==> config.mk <==
export PLATFORM = sky130hd
export DESIGN_NAME = usbrx_top
export DESIGN_NICKNAME = d
export VERILOG_FILES = /design/src/rtl/usbrx_pkg.sv /design/src/rtl/usbrx_nrzi.sv /design/src/rtl/usbrx_unstuff.sv /design/src/rtl/usbrx_deser.sv /design/src/rtl/usbrx_top.sv
export SDC_FILE = /design/constraint.sdc
export NUM_CORES = 1
export LEC_CHECK = 0
export ABC_AREA = 0
export ABC_CLOCK_PERIOD_IN_PS = 4760
export BUFFER_PORTS_ARGS = -buffer_cell sky130_fd_sc_hd__buf_4
export CORE_MARGIN = 2
export CORE_UTILIZATION = 62
export CTS_BUF_LIST = sky130_fd_sc_hd__clkbuf_16
export DETAILED_ROUTE_END_ITERATION = 10
export GPL_TIMING_DRIVEN = 0
export PLACE_DENSITY = 0.88
export SETUP_SLACK_MARGIN = 0.02
export SLEW_MARGIN = 20
export SYNTH_ARGS = -nofsm -noshare
export SYNTH_HDL_FRONTEND = slang
export SYNTH_SLANG_ARGS = --single-unit
export TNS_END_PERCENT = 50
==> constraint.sdc <==
create_clock -name clk -period 4.76 [get_ports clk]
set_input_delay 0.952 -clock clk [delete_from_list [all_inputs] [get_ports clk]]
set_output_delay 0.952 -clock clk [all_outputs]
set_load 0.1 [all_outputs]
==> src/rtl/usbrx_pkg.sv <==
package usbrx_pkg;

   // Line state as {dp, dm}
   typedef enum logic [1:0] {
      LINE_SE0 = 2'b00,
      LINE_K   = 2'b01,
      LINE_J   = 2'b10,
      LINE_SE1 = 2'b11
   } line_t;

   typedef enum logic [1:0] {
      RX_HUNT   = 2'd0,
      RX_PACKET = 2'd1,
      RX_DEAF   = 2'd2
   } rx_state_t;

   // Number of consecutive ones at the tail (last received end) of a pattern
   function automatic int tail_ones(input logic [31:0] pat, input int width);
      int n;
      n = 0;
      for (int i = 0; i < width; i++) begin
         if (pat[i] && (n == i)) n++;
      end
      return n;
   endfunction

endpackage

==> src/rtl/usbrx_nrzi.sv <==
module usbrx_nrzi
   import usbrx_pkg::*;
#(
   parameter bit CHANGE_IS_ONE = 1'b0
) (
   input  logic  clk,
   input  logic  rst_n,
   input  logic  bit_en,
   input  logic  line_dp,
   input  logic  line_dm,
   output line_t line_st,
   output logic  dec_bit
);

   logic prev_lvl_q;
   logic same_lvl;

   assign line_st  = line_t'({line_dp, line_dm});
   assign same_lvl = (line_dp == prev_lvl_q);

   generate
      if (CHANGE_IS_ONE) begin : g_change_one
         assign dec_bit = ~same_lvl;
      end else begin : g_change_zero
         assign dec_bit = same_lvl;
      end
   endgenerate

   // Level history skips SE0 samples so the first bit after EOP decodes against J
   always_ff @(posedge clk or negedge rst_n) begin
      if (!rst_n) begin
         prev_lvl_q <= 1'b1;
      end else if (bit_en && (line_st != LINE_SE0)) begin
         prev_lvl_q <= line_dp;
      end
   end

endmodule

==> src/rtl/usbrx_unstuff.sv <==
module usbrx_unstuff #(
   parameter int STUFF_LIMIT = 6,
   parameter int START_ONES  = 1
) (
   input  logic clk,
   input  logic rst_n,
   input  logic start,
   input  logic data_bit,
   input  logic dec_bit,
   output logic keep_bit,
   output logic stuff_err
);

   localparam int CNT_W = $clog2(STUFF_LIMIT + 1);

   generate
      if (STUFF_LIMIT < 1) begin : g_bad_limit
         $error("usbrx_unstuff: STUFF_LIMIT must be at least 1");
      end
      if (START_ONES > STUFF_LIMIT) begin : g_bad_start
         $error("usbrx_unstuff: sync tail longer than stuffing limit");
      end
   endgenerate

   logic [CNT_W-1:0] ones_q;
   logic             at_limit;

   assign at_limit  = (ones_q == CNT_W'(STUFF_LIMIT));
   assign keep_bit  = data_bit && !at_limit;
   assign stuff_err = data_bit && at_limit && dec_bit;

   always_ff @(posedge clk or negedge rst_n) begin
      if (!rst_n) begin
         ones_q <= '0;
      end else if (start) begin
         ones_q <= CNT_W'(START_ONES);
      end else if (data_bit) begin
         if (at_limit || !dec_bit) ones_q <= '0;
         else                      ones_q <= ones_q + 1'b1;
      end
   end

endmodule

==> src/rtl/usbrx_deser.sv <==
module usbrx_deser #(
   parameter int DATA_W    = 8,
   parameter bit LSB_FIRST = 1'b1
) (
   input  logic              clk,
   input  logic              rst_n,
   input  logic              clear,
   input  logic              shift_en,
   input  logic              bit_in,
   output logic [DATA_W-1:0] hold_q,
   output logic              valid_q
);

   localparam int CNT_W = (DATA_W > 1) ? $clog2(DATA_W) : 1;

   generate
      if (DATA_W < 2) begin : g_bad_width
         $error("usbrx_deser: DATA_W must be at least 2");
      end
   endgenerate

   logic [DATA_W-1:0] shift_q;
   logic [DATA_W-1:0] shift_nxt;
   logic [CNT_W-1:0]  cnt_q;
   logic              last_bit;

   generate
      if (LSB_FIRST) begin : g_lsb
         assign shift_nxt = {bit_in, shift_q[DATA_W-1:1]};
      end else begin : g_msb
         assign shift_nxt = {shift_q[DATA_W-2:0], bit_in};
      end
   endgenerate

   assign last_bit = (cnt_q == CNT_W'(DATA_W - 1));

   always_ff @(posedge clk or negedge rst_n) begin
      if (!rst_n) begin
         shift_q <= '0;
         cnt_q   <= '0;
         hold_q  <= '0;
         valid_q <= 1'b0;
      end else begin
         valid_q <= 1'b0;
         if (clear) begin
            cnt_q <= '0;
         end else if (shift_en) begin
            shift_q <= shift_nxt;
            if (last_bit) begin
               cnt_q   <= '0;
               hold_q  <= shift_nxt;
               valid_q <= 1'b1;
            end else begin
               cnt_q <= cnt_q + 1'b1;
            end
         end
      end
   end

endmodule

==> src/rtl/usbrx_top.sv <==
module usbrx_top
   import usbrx_pkg::*;
#(
   parameter int              DATA_W        = 8,
   parameter int              STUFF_LIMIT   = 6,
   parameter int              SYNC_W        = 8,
   parameter logic [SYNC_W-1:0] SYNC_PATTERN = 8'b0000_0001,
   parameter int              EOP_SE0_BITS  = 2,
   parameter bit              LSB_FIRST     = 1'b1,
   parameter bit              CHANGE_IS_ONE = 1'b0
) (
   input  logic              clk,
   input  logic              rst_n,
   input  logic              bit_en,
   input  logic              line_dp,
   input  logic              line_dm,
   output logic [DATA_W-1:0] rx_data,
   output logic              rx_valid,
   output logic              rx_active,
   output logic              rx_error,
   output logic              rx_eop
);

   localparam int SE0_W      = $clog2(EOP_SE0_BITS + 1);
   localparam int SYNC_TAIL  = tail_ones(32'(SYNC_PATTERN), SYNC_W);

   generate
      if (SYNC_W < 2 || SYNC_W > 32) begin : g_bad_sync
         $error("usbrx_top: SYNC_W out of range");
      end
      if (EOP_SE0_BITS < 1) begin : g_bad_eop
         $error("usbrx_top: EOP_SE0_BITS must be at least 1");
      end
   endgenerate

   line_t            line_st;
   logic             dec_bit;
   rx_state_t        state_q;
   logic [SE0_W-1:0] se0_q;
   logic [SYNC_W-1:0] hist_q;
   logic [SYNC_W-1:0] hist_nxt;
   logic             is_se0;
   logic             is_j;
   logic             sync_hit;
   logic             data_bit;
   logic             keep_bit;
   logic             stuff_err;
   logic             eop_done;
   logic             eop_bad;
   logic             err_now;
   logic             err_q;
   logic             eop_q;

   usbrx_nrzi #(
      .CHANGE_IS_ONE(CHANGE_IS_ONE)
   ) u_nrzi (
      .clk     (clk),
      .rst_n   (rst_n),
      .bit_en  (bit_en),
      .line_dp (line_dp),
      .line_dm (line_dm),
      .line_st (line_st),
      .dec_bit (dec_bit)
   );

   assign is_se0   = (line_st == LINE_SE0);
   assign is_j     = (line_st == LINE_J);
   assign hist_nxt = {hist_q[SYNC_W-2:0], dec_bit};
   assign sync_hit = bit_en && (state_q == RX_HUNT) && !is_se0 && (hist_nxt == SYNC_PATTERN);

   // Data bits only while no SE0 run is in progress
   assign data_bit = bit_en && (state_q == RX_PACKET) && !is_se0 && (se0_q == '0);

   assign eop_done = bit_en && (state_q == RX_PACKET) && is_j &&
                     (se0_q == SE0_W'(EOP_SE0_BITS));
   assign eop_bad  = bit_en && (state_q == RX_PACKET) &&
                     ((is_se0 && (se0_q == SE0_W'(EOP_SE0_BITS))) ||
                      (!is_se0 && (se0_q != '0) && !eop_done));
   assign err_now  = stuff_err || eop_bad;

   usbrx_unstuff #(
      .STUFF_LIMIT (STUFF_LIMIT),
      .START_ONES  (SYNC_TAIL)
   ) u_unstuff (
      .clk       (clk),
      .rst_n     (rst_n),
      .start     (sync_hit),
      .data_bit  (data_bit),
      .dec_bit   (dec_bit),
      .keep_bit  (keep_bit),
      .stuff_err (stuff_err)
   );

   usbrx_deser #(
      .DATA_W    (DATA_W),
      .LSB_FIRST (LSB_FIRST)
   ) u_deser (
      .clk      (clk),
      .rst_n    (rst_n),
      .clear    (sync_hit),
      .shift_en (keep_bit && !err_now),
      .bit_in   (dec_bit),
      .hold_q   (rx_data),
      .valid_q  (rx_valid)
   );

   always_ff @(posedge clk or negedge rst_n) begin
      if (!rst_n) begin
         state_q <= RX_HUNT;
         se0_q   <= '0;
         hist_q  <= '1;
         err_q   <= 1'b0;
         eop_q   <= 1'b0;
      end else begin
         err_q <= 1'b0;
         eop_q <= 1'b0;
         if (bit_en) begin
            unique case (state_q)
               RX_HUNT: begin
                  se0_q <= '0;
                  if (sync_hit || is_se0) hist_q <= '1;
                  else                    hist_q <= hist_nxt;
                  if (sync_hit) state_q <= RX_PACKET;
               end
               RX_PACKET: begin
                  hist_q <= '1;
                  if (err_now) begin
                     state_q <= RX_DEAF;
                     se0_q   <= is_se0 ? SE0_W'(1) : '0;
                     err_q   <= 1'b1;
                  end else if (eop_done) begin
                     state_q <= RX_HUNT;
                     se0_q   <= '0;
                     eop_q   <= 1'b1;
                  end else if (is_se0) begin
                     se0_q <= se0_q + 1'b1;
                  end
               end
               RX_DEAF: begin
                  hist_q <= '1;
                  if (is_se0) begin
                     se0_q <= SE0_W'(1);
                  end else if (is_j && (se0_q != '0)) begin
                     state_q <= RX_HUNT;
                     se0_q   <= '0;
                  end else begin
                     se0_q <= '0;
                  end
               end
               default: begin
                  state_q <= RX_HUNT;
                  se0_q   <= '0;
               end
            endcase
         end
      end
   end

   assign rx_active = (state_q == RX_PACKET);
   assign rx_error  = err_q;
   assign rx_eop    = eop_q;

endmodule

# After elaboration in Yosys (flattened, before gate mapping)
# Cells that the tools add are included.
# totals
reg_bits	37
latchBits	0
mem_bits_rw	0
rom_bits	0
input_bits	5
word_cells	98
memories	0
# op_classes
addsub	3
multipliers	0
n_div	0
order_cmp	0
eq_ne	13
shift	0
n_mux	29
bitwise	1
n_reduce_logical	41
# op_table
operator	count
$logic_and A1 B1 Y1	18
$mux W3	6
$mux W2	8
$pmux W7 S2	1
$mux W1	11
$reduce_bool A2 Y1	5
$eq A8 B1 Y1 const B	1
$mux W7	1
$add A3 B1 Y3 const B	2
$eq A2 B2 Y1 const B	3
$eq A3 B3 Y1 const B	2
$logic_not A2 Y1	3
$ne A2 B2 Y1 const B	3
$pmux W2 S3	1
$reduce_and A2 Y1	3
$logic_not A1 Y1	5
$reduce_and A5 Y1	1
$logic_or A1 B1 Y1	4
$ne A4 B1 Y1 const B	1
$pmux W2 S2	1
$ne A3 B1 Y1 const B	1
$reduce_and A3 Y1	1
$add A2 B1 Y2 const B	1
$eq A2 B1 Y1 const B	1
3 further kinds	3

# Logic depth before layout (Yosys ltp)
# Gate-level depths: netlist of run 1.
# logic_depth
depth_word	13
mapped_depth	9

# Hierarchy
# A second synthesis of run 1 with hierarchy kept.
# unflattened
cells_unflattened	151
area_unflattened_um2	1850.5
# modules_own_cells
mod	instances	cells_per_inst	area_per_inst_um2	seq_area_each_um2
usbrx_top	1	77	810.8	334.1
usbrx_deser	1	48	795.8	475.5
usbrx_unstuff	1	20	181.4	75.1
usbrx_nrzi	1	6	62.6	26.3

# Worst setup path before layout of run 1
# No wires, ideal clock.
# synth_path
path_kind	reg-to-reg
from	register state_q[1]
to	register u_deser.hold_q[0]
setup_time_ns	0.126
t_arrival_ns	2.995
path_slack_ns	1.639
path_stages_with_launch	10
path_cell_list	dfrtp_1 inv_1 ha_1 nand3b_1 or3_1 buf_2 or3b_1 buf_6 nor2_8 mux2_4
# synth_via
elab_chain_len	12
elab_cells_between_ends	22
# synth_rtl
item	line_no	text
start: declaration	usbrx_top.sv:38	rx_state_t state_q;
start signal: assignment	usbrx_top.sv:109	state_q <= RX_HUNT;
start signal: assignment	usbrx_top.sv:123	if (sync_hit) state_q <= RX_PACKET;
start signal: assignment	usbrx_top.sv:128	state_q <= RX_DEAF;
$eq A2 B1 Y1 *	-	
named net rx_active	usbrx_top.sv:19	output logic rx_active,
$logic_and A1 B1 Y1 *	usbrx_top.sv:72, usbrx_top.sv:74, usbrx_top.sv:76	
$logic_and A1 B1 Y1 (2 in a row)	usbrx_top.sv:74	assign eop_done = bit_en && (state_q == RX_PACKET) && is_j &&
$logic_not A1 Y1	usbrx_top.sv:78	(!is_se0 && (se0_q != '0) && !eop_done));
$logic_and A1 B1 Y1	usbrx_top.sv:78	
$logic_or A1 B1 Y1	usbrx_top.sv:77	((is_se0 && (se0_q == SE0_W'(EOP_SE0_BITS))) ||
$logic_and A1 B1 Y1	usbrx_top.sv:76	assign eop_bad = bit_en && (state_q == RX_PACKET) &&
$logic_or A1 B1 Y1	usbrx_top.sv:79	assign err_now = stuff_err || eop_bad;
$logic_not A1 Y1	usbrx_top.sv:101	.shift_en (keep_bit && !err_now),
$logic_and A1 B1 Y1 *	usbrx_top.sv:101	
$reduce_and A3 Y1 (no source line) *	-	
end signal: assignment	usbrx_deser.sv:51	hold_q <= shift_nxt;
end: declaration	usbrx_deser.sv:10	output logic [DATA_W-1:0] hold_q,
# The timed path passes the listed nets; every way through them passes the cells marked *.
# A chain may end at the register's enable or synchronous reset.

# Final worst setup path of run 1
# layout_path
from	register state_q[1]
to	register u_deser.hold_q[5]
# layout_via
elab_chain_len	12
elab_cells_between_ends	22
# layout_rtl
item	line_no
$eq A2 B1 Y1	usbrx_top.sv:72, usbrx_top.sv:74, usbrx_top.sv:76
$logic_and A1 B1 Y1	usbrx_top.sv:72, usbrx_top.sv:74, usbrx_top.sv:76
$logic_and A1 B1 Y1 (2 in a row)	usbrx_top.sv:74
$logic_not A1 Y1	usbrx_top.sv:78
$logic_and A1 B1 Y1	usbrx_top.sv:78
$logic_or A1 B1 Y1	usbrx_top.sv:77
$logic_and A1 B1 Y1	usbrx_top.sv:76
$logic_or A1 B1 Y1	usbrx_top.sv:79
$logic_not A1 Y1	usbrx_top.sv:101
$logic_and A1 B1 Y1	usbrx_top.sv:101
$reduce_and A3 Y1 (no source line) *	-
# Every way passes the cells marked *; elsewhere a longest branch is shown, timed or not.

==> results of run 1 <==
==> how the worst max path moves through the flow <==
stage | startpoint | to | depth (start not counted) | slack [ps]
3_5_place_dp | line_dp | u_deser.hold_q[5] | 7 | 1820
3_3_place_gp | line_dp | u_deser.hold_q[6] | 7 | 1880
5_1_grt | state_q[1] | u_deser.hold_q[5] | 9 | 1970
6_report | state_q[1] | u_deser.hold_q[5] | 9 | 2090
2_1_floorplan | state_q[1] | u_deser.hold_q[0] | 9 | 1640
4_1_cts | line_dp | u_deser.hold_q[5] | 7 | 2100
==> stage by stage <==
step / utilization (%) / power, W
detailed placement: 70.3 / 0.00110
global route: 76.4 / 0.00155
finish: 76.4 / 0.00148
CTS: 76.4 / 0.00148
global placement: 70.3 / 0.00106
floorplan: - / 0.000966
==> registers in the layout (all words and copies together) (netlist names) <==
register and flops:
u_nrzi.prev_lvl_q 1, rx_error 1, se0_q 2, u_deser.valid_q 1, u_unstuff.ones_q 3, state_q 2
rx_eop 1, u_deser.shift_q 7, u_deser.hold_q 8, hist_q 7, u_deser.cnt_q 3
==> cells by family (layout without fill, tap and decap cells) <==
logic type | after synthesis | after routing
muxes | 19 | 19
buffers and inverters | 14 | 37
AOI/OAI and AO/OA | 27 | 27
DFF | 36 | 36
adders and majority gates | 9 | 9
xor gates and xnor gates | 1 | 1
and+or+nand+nor | 38 | 38
==> where the power goes <==
part	internal, W	total (W)	switching, W	leakage [nW]
registers	0.000410	0.000493	0.0000828	0.450
clock network	0.000245	0.000363	0.000118	0.0798
logic	0.000209	0.000624	0.000415	0.426
==> metal layers <==
layer / track usage [%] / vias to the layer above / part of all wire (%)
met5: 0 / - / 0
met3: 7.26 / 10 / 5.0
met4: 9.97 / 0 / 2.6
li1: - / 560 / -
met1: 24.4 / 598 / 38
met2: 42.7 / 40 / 54
==> worst max-delay path, delay by kind of cell, from the launching register on <==
family	cells	cell delay [ps]
DFF	1	420
muxes	1	330
adders and majority gates	1	280
buffers and inverters	3	450
and+or+nand+nor	4	1080
==> synth_stat cells (all sizes together) <==
cell type   n
nor2       11
or3b        2
o211ai      1
or4b        2
buf         4
nand3b      2
nand2b      2
and2        1
a32o        1
or4         1
o311ai      1
mux2       16
o32ai       1
o21ai       4
nand4       1
a2bb2oi     1
mux2i       3
nor2b       1
a211o       2
a21oi       6
nand3       3
xnor2       1
ha          9
a22o        1
a2111oi     1
dfrtp      28
nand2       7
o22ai       2
dfstp       8
nor3        3
o22a        6
inv         8
or3         2
clkbuf      2
==> final cells by class <==
cell class | count | area [µm²] | area share, %
sequential | 36 | 911 | 43.6
clock buffer | 5 | 125 | 5.99
clock inverter | 3 | 42.5 | 2.04
multi-input combinational | 94 | 796 | 38.1
tap | 31 | 38.8 | 1.86
timing repair buffer | 15 | 113 | 5.39
inverter | 8 | 30.0 | 1.44
buffer | 6 | 33.8 | 1.62
==> results.json, run 1 <==
{
  "final_common_cell": "dfrtp_1",
  "placed_area_um2": 1920,
  "cp-end-kind": "flip-flop",
  "wl_mm": 3.55,
  "wire_per_inst_um": 17.9,
  "yosysSeqAreaShare_pct": 51.4,
  "finalNonFillerCells": 198,
  "powerDensity_nw_per_um2": 708,
  "place.gp.congestion": 0.860,
  "die_x_um": 57.4,
  "syn-cell-area_um2": 1770,
  "synth_top_family_by_area": "multiplexers",
  "finalSetupViolCount": 0,
  "grt_remaining_overflow": 0,
  "rsz0062_at_grt": "false",
  "crit_arrival_ps": 2830,
  "synth.distinct_cells": 39,
  "postCtsSetupBuffers": 0,
  "ant_nets": 0,
  "drc": 0,
  "synth_cells": 144,
  "synth_area_per_cell_um2": 12.3,
  "die_h_um": 57.4,
  "hold_path_class": "reg -> reg",
  "synth_compound_area_share_pct": 12.0,
  "ios": 17,
  "htreeDepth": 2,
  "synthXorXnorAreaFrac_pct": 0.495,
  "setup_slack_ps": 2090,
  "post_drt_via_cell_ratio": 6.10,
  "max_freq_ghz": 0.374,
  "core_area_um2": 2730,
  "r2r_start": "state_q[1]",
  "min_path_cells": 1,
  "cts_tree": "yes",
  "holdPathEnd": "u_deser.hold_q[0]",
  "slowest_delay_ps": 420,
  "final_cell_area_um2": 2090,
  "post-route-period-util_pct": 56.2,
  "ys_top_cells_by_area": "dfrtp_1, dfstp_2, mux2_4",
  "cts.sinks": 36,
  "run_status": "finished clean",
  "min_from": "u_deser.hold_q[0]",
  "reg2reg_slack_ps": 2090,
  "setup_tns_ps": 0,
  "synth_seq_cells": 36,
  "slew_violations": 0,
  "numPortBuffers": 15,
  "synth_mux_area_share_pct": 13.6,
  "cts.reportedPaths.clkPinSlew_ps": 50,
  "synth_top_area_share_pct": 39.6,
  "synth_largest_area_cell": "dfrtp_1",
  "synthAdderAreaFrac_pct": 6.36,
  "rr_endpoint": "u_deser.hold_q[5]",
  "rows": 19,
  "peakVddDrop_v": 0.000713,
  "root_buffer": "clkbuf_16",
  "clockBufferDepth": 2,
  "nets": 180,
  "grtUsageTotal_pct": 23.4,
  "clock_latency_ps": 280,
  "vias": 1208,
  "drt_iter0_drc": 56,
  "path_cells": "inv_1 > ha_1 > nand3b_1 > or3_1 > buf_2 > or3b_1 > buf_6 > nor2_8 > mux2_4",
  "fillCellCount": 159,
  "drv_cap": 0,
  "grt_max_degree": 37,
  "slew_headroom_pct": 64.2,
  "path_class": "reg -> reg",
  "final_cell_mix": "dfrtp_1, buf_4, nor2_1",
  "area_growth_pct": 18.0,
  "dr.pass1.iters": 4,
  "skew_ps": 6.00,
  "antenna_cells": 0,
  "grt_pass1_wl_mm": 5.73,
  "hold_viol": 0,
  "synthSimpleGateAreaFrac_pct": 12.5,
  "start_util_pct": 64.8,
  "syn_nets": 158,
  "cts_resized": 0,
  "post-place-ws_ps": 1820,
  "start_kind": "flip-flop",
  "hold_buffers": 0,
  "slowest_stage": "dfrtp_1",
  "tightest_slew_ps": 537,
  "antenna_found_initial": 0,
  "required_ps": 4920,
  "ys_warn_count": 0,
  "dp.cells": 190,
  "cts_made_buffers": 5,
  "cp_max_fo": 9,
  "leakage_nw": 0.956,
  "dp_hpwl_mm": 2.25,
  "finalCriticalPeriod_ps": 2670,
  "drive_above_1_share_pct": 32.3,
  "r2r_cells": 9,
  "worst_hold_slack_ps": 515,
  "grt_pass1_vias": 1256,
  "die_area_um2": 3300
}
No activity file was read; power rests on OpenSTA's default activity.
==> run 2, diff against run 1 <==
ABC_CLOCK_PERIOD_IN_PS = 2300   (was 4760)
CORE_UTILIZATION = 52   (was 62)
PLACE_DENSITY = 0.79   (was 0.88)
clock period = 2.3 ns   (was 4.76 ns; I/O delays follow)
==> results.json, run 2 (synthesis results as in run 1) <==
{
  "required_ps": 2460,
  "crit_arrival_ps": 2460,
  "largest-register": "u_deser.hold_q",
  "start_util_pct": 53.5,
  "htreeDepth": 2,
  "grt_pass1_vias": 1255,
  "peakVddDrop_v": 0.000797,
  "die_area_um2": 3890,
  "ant_nets": 0,
  "skew_ps": 2.41,
  "placed_area_um2": 1950,
  "vias": 1262,
  "cts_made_buffers": 5,
  "top_regs": "u_deser.hold_q: 8 flops, hist_q: 7 flops, u_deser.shift_q: 7 flops",
  "place.gp.congestion": 0.855,
  "hold_path_class": "in -> async",
  "powerDensity_nw_per_um2": 1390,
  "drive_above_1_share_pct": 40.3,
  "clock_latency_ps": 270,
  "die_x_um": 62.4,
  "dr.pass1.iters": 4,
  "leakage_nw": 1.02,
  "slowest_stage": "or3b_4",
  "tightest_slew_ps": 502,
  "max_freq_ghz": 0.434,
  "finalSetupViolCount": 3,
  "fillCellCount": 263,
  "path_cells": "inv_2 > ha_4 > nand3b_1 > or3_4 > or3b_4 > buf_8 > nor2_8 > mux2_4",
  "cts.reportedPaths.clkPinSlew_ps": 50,
  "hold_viol": 0,
  "grt_max_degree": 37,
  "ios": 17,
  "cp_max_fo": 5,
  "largest_reg_flops": 8,
  "nets": 194,
  "cp-end-kind": "flip-flop",
  "wl_mm": 3.49,
  "cts_tree": "yes",
  "violations": "setup timing",
  "drt_iter0_drc": 63,
  "run_status": "finished with violations",
  "slowest_delay_ps": 420,
  "final_util_pct": 67.1,
  "start_kind": "flip-flop",
  "finalCriticalPeriod_ps": 2300,
  "worst_hold_slack_ps": 129,
  "highest_layer": "met4",
  "cts.sinks": 36,
  "multiInputGateArea_um2": 827,
  "drc": 0,
  "final_common_cell": "buf_4",
  "die_h_um": 62.4,
  "rows": 21,
  "post-route-period-util_pct": 100,
  "slew_violations": 0,
  "area_growth_pct": 25.4,
  "hold_buffers": 0,
  "antenna_cells": 0,
  "core_area_um2": 3310,
  "finalPower_w": 0.00308,
  "dp_hpwl_mm": 2.26,
  "antenna_found_initial": 0,
  "numPortBuffers": 15,
  "slew_headroom_pct": 66.2,
  "grt_remaining_overflow": 0,
  "path_class": "reg -> reg",
  "wire_per_inst_um": 15.4,
  "setup_slack_ps": -3.56,
  "wl_met2_mm": 1.85,
  "clockBufferDepth": 2,
  "seqCellArea_um2": 911,
  "final_cell_area_um2": 2220,
  "wl_met1_mm": 1.37,
  "rsz0062_at_grt": "true",
  "grtUsageTotal_pct": 19.8,
  "reg2reg_slack_ps": -4,
  "grt_pass1_wl_mm": 5.91,
  "root_buffer": "clkbuf_16",
  "met3_length_um": 171,
  "final_cell_mix": "buf_4, dfrtp_1, nor2_1",
  "post_drt_via_cell_ratio": 5.56,
  "drv_cap": 0
}
run 2: worst max-delay path, delay by kind of cell, from the launching register on:
kind,cells,cell delay (ps)
adders and majority gates,1,150
muxes,1,320
DFF,1,400
buffers and inverters,2,250
and+or+nand+nor,4,1070
run 2: final timing paths:
path,startpoint,end,depth (start not counted)
max,state_q[1],u_deser.hold_q[0],8
min,rst_n,u_deser.hold_q[3],1
max reg2reg,state_q[1],u_deser.hold_q[0],8
min reg2reg,u_deser.shift_q[1],u_deser.shift_q[1],1
max in group asynchronous,rst_n,u_nrzi.prev_lvl_q,1
min in group clk,bit_en,rx_eop,3
run 2: area by class of cell:
cell class	instances	area share (%)
flip-flops and latches	36	41.0
clock buffers	5	5.63
plain buffers	5	1.63
well taps	46	2.59
repair buffers	29	9.69
multi-input cells	95	37.2
inverters	8	1.35
clock inverters	3	0.845
run 2: repair_timing:
item                       CTS  global route
gates cloned                 2             0
pin swaps                    4             5
setup buffers                9             4
setup endpoints to repair    9            16
gates resized for setup      4             4
run 2: report_power, final:
part | internal [W] | total (W) | switching (W)
registers | 0.000849 | 0.00101 | 0.000162
logic | 0.000544 | 0.00142 | 0.000881
clock network | 0.000398 | 0.000645 | 0.000247
total | 0.00179 | 0.00308 | 0.00129
run 2: per-layer routing:
metal / vias up / GRT usage [%]
met3: 10 / 4.35
li1: 590 / -
met1: 618 / 22.7
met5: - / 0
met2: 44 / 35.3
met4: 0 / 9.17
run 2: stage by stage:
step | cells | worst slack, ps | setup TNS, ps
3_5_place_dp | 205 | -162 | -1940
6_report | 227 | -3.56 | -5.87
2_1_floorplan | 144 | -282 | -2530
4_1_cts | 224 | 0.728 | 0
3_3_place_gp | 205 | -120 | -1440
5_1_grt | 227 | -80.2 | -575
==> run 3, diff against run 2 <==
CORE_UTILIZATION = 40   (was 52)
PLACE_DENSITY = 0.65   (was 0.79)
SKIP_LAST_GASP = 1   (was default)
==> results.json, run 3 (synthesis results as in run 1) <==
{
  "finalNonFillerCells": 231,
  "path_cells": "inv_2 > ha_4 > nand3b_1 > or3_4 > or3b_4 > buf_8 > nor2_4 > mux2_4",
  "ant_nets": 0,
  "leakage_nw": 1.01,
  "slowest_stage": "or3b_4",
  "die_area_um2": 4970,
  "worstPathBufferInverterCount": 2,
  "slowest_delay_ps": 420,
  "clockBufferDepth": 2,
  "slew_headroom_pct": 63.5,
  "vias": 1256,
  "netSwitchingFraction_pct": 40.1,
  "crit_family": "simple AND/OR/NAND/NOR gates",
  "cts.sinks": 36,
  "drt_iter0_drc": 118,
  "cp-end-kind": "flip-flop",
  "final_cell_mix": "dfrtp_1, buf_4, nor2_1",
  "start_util_pct": 41.2,
  "final_common_cell": "dfrtp_1",
  "path_class": "reg -> reg",
  "wl_mm": 3.50,
  "drv_cap": 0,
  "grtUsageTotal_pct": 16.3,
  "required_ps": 2460,
  "cts_made_buffers": 5,
  "root_buffer": "clkbuf_16",
  "fillCellCount": 369,
  "wire_per_inst_um": 15.1,
  "reg2reg_slack_ps": 50,
  "rr_endpoint": "u_deser.hold_q[3]",
  "combPwrFrac_pct": 44.7,
  "p_sw_w": 0.00126,
  "post-route-period-util_pct": 97.9,
  "clock_latency_ps": 280,
  "tightest_slew_ps": 544,
  "start_kind": "flip-flop",
  "die_h_um": 70.5,
  "r2r_start": "state_q[1]",
  "finalSetupViolCount": 0,
  "run_status": "finished clean",
  "internal-power_w": 0.00189,
  "setup_tns_ps": 0,
  "ios": 17,
  "finalCriticalPeriod_ps": 2250,
  "drive_above_1_share_pct": 38.0,
  "cp_max_fo": 5,
  "crit_arrival_ps": 2410,
  "cts_tree": "yes",
  "numPortBuffers": 15,
  "grt_pass1_wl_mm": 6.43,
  "powerDensity_nw_per_um2": 1410,
  "r2r_cells": 8,
  "die_x_um": 70.5,
  "largest-register": "u_deser.hold_q",
  "area_growth_pct": 25.9,
  "grt_pass1_vias": 1349,
  "rows": 24,
  "dr.pass1.iters": 4,
  "drc": 0,
  "grt_max_degree": 37,
  "largest_reg_flops": 8,
  "slew_violations": 0,
  "dp.cells": 211,
  "grt_remaining_overflow": 0,
  "cts.reportedPaths.clkPinSlew_ps": 50,
  "peakVddDrop_v": 0.000739,
  "rsz0062_at_grt": "true",
  "core_area_um2": 4290,
  "post_drt_via_cell_ratio": 5.44,
  "dp_hpwl_mm": 2.44,
  "hold_path_class": "in -> async",
  "skew_ps": 4.64,
  "antenna_found_initial": 0,
  "max_freq_ghz": 0.444,
  "hold_buffers": 0,
  "antenna_cells": 0,
  "pwr-share-clk_pct": 23.4,
  "p_seq_share_pct": 32.0,
  "top_regs": "u_deser.hold_q: 8 flops, hist_q: 7 flops, u_deser.shift_q: 7 flops",
  "nets": 192,
  "htreeDepth": 2,
  "place.gp.congestion": 0.908,
  "hold_viol": 0
}
run 3: cell types whose count changed in the layout (fill, tap and decap cells not counted), sizes merged:
cell	previous run	this run
clkbuf	6	7
clkinv	3	2
buf	33	30
bufinv	0	1
run 3: area by class of cell:
cell class	count	area (µm²)	share of cell area [%]
buffer	5	32.5	1.46
clock buffer	5	125	5.61
clock inverter	3	37.5	1.68
inverter	8	30.0	1.35
multi-input combinational	95	827	37.1
sequential	36	911	40.9
tap	52	65.1	2.92
timing repair buffer	27	200	8.98
run 3: how the worst max path moves through the flow:
stage	start	end	slack, ps	cells past startpoint
after floorplan	state_q[1]	u_deser.hold_q[0]	-280	9
final	state_q[1]	u_deser.hold_q[3]	50	8
after detailed placement	state_q[1]	u_deser.hold_q[1]	-180	9
after global placement	state_q[1]	u_deser.hold_q[0]	-130	9
after global routing	state_q[1]	u_deser.hold_q[3]	-20	8
after CTS	state_q[1]	u_deser.hold_q[1]	3	9
run 3: what timing repair did:
item                       in CTS  in global routing
pin swaps                       3                  4
buffers inserted                9                  2
gates resized for setup         4                  1
cloned                          2                  0
setup endpoints to repair      15                 18
run 3: power groups by stage:
stage / combinational [W] / clock, W / sequential (W)
finish: 0.00141 / 0.000735 / 0.00101
global route: 0.00152 / 0.000785 / 0.00104
CTS: 0.00140 / 0.000753 / 0.00100
detailed placement: 0.00129 / 0 / 0.00102
global placement: 0.00123 / 0 / 0.000999
floorplan: 0.000697 / 0 / 0.00133
run 3: layer usage:
metal	GRT usage, %	vias to the layer above	share of wire (%)
li1	-	587	-
met1	20.1	627	42
met2	27.7	35	51
met3	3.70	7	4.5
met4	6.50	0	2.0
met5	0	-	0
run 3: through the flow:
stage | instance area [µm²] | hold WS [ps] | setup slack [ps] | util [%] | power (W)
2_1_floorplan | 1780 | 164 | -282 | - | 0.00203
4_1_cts | 2220 | 153 | 3.14 | 51.7 | 0.00316
3_5_place_dp | 1960 | 447 | -185 | 45.7 | 0.00230
3_3_place_gp | 1960 | 432 | -130 | 45.7 | 0.00223
5_1_grt | 2230 | 170 | -15.0 | 51.9 | 0.00334
6_report | 2230 | 130 | 48.5 | 51.9 | 0.00315
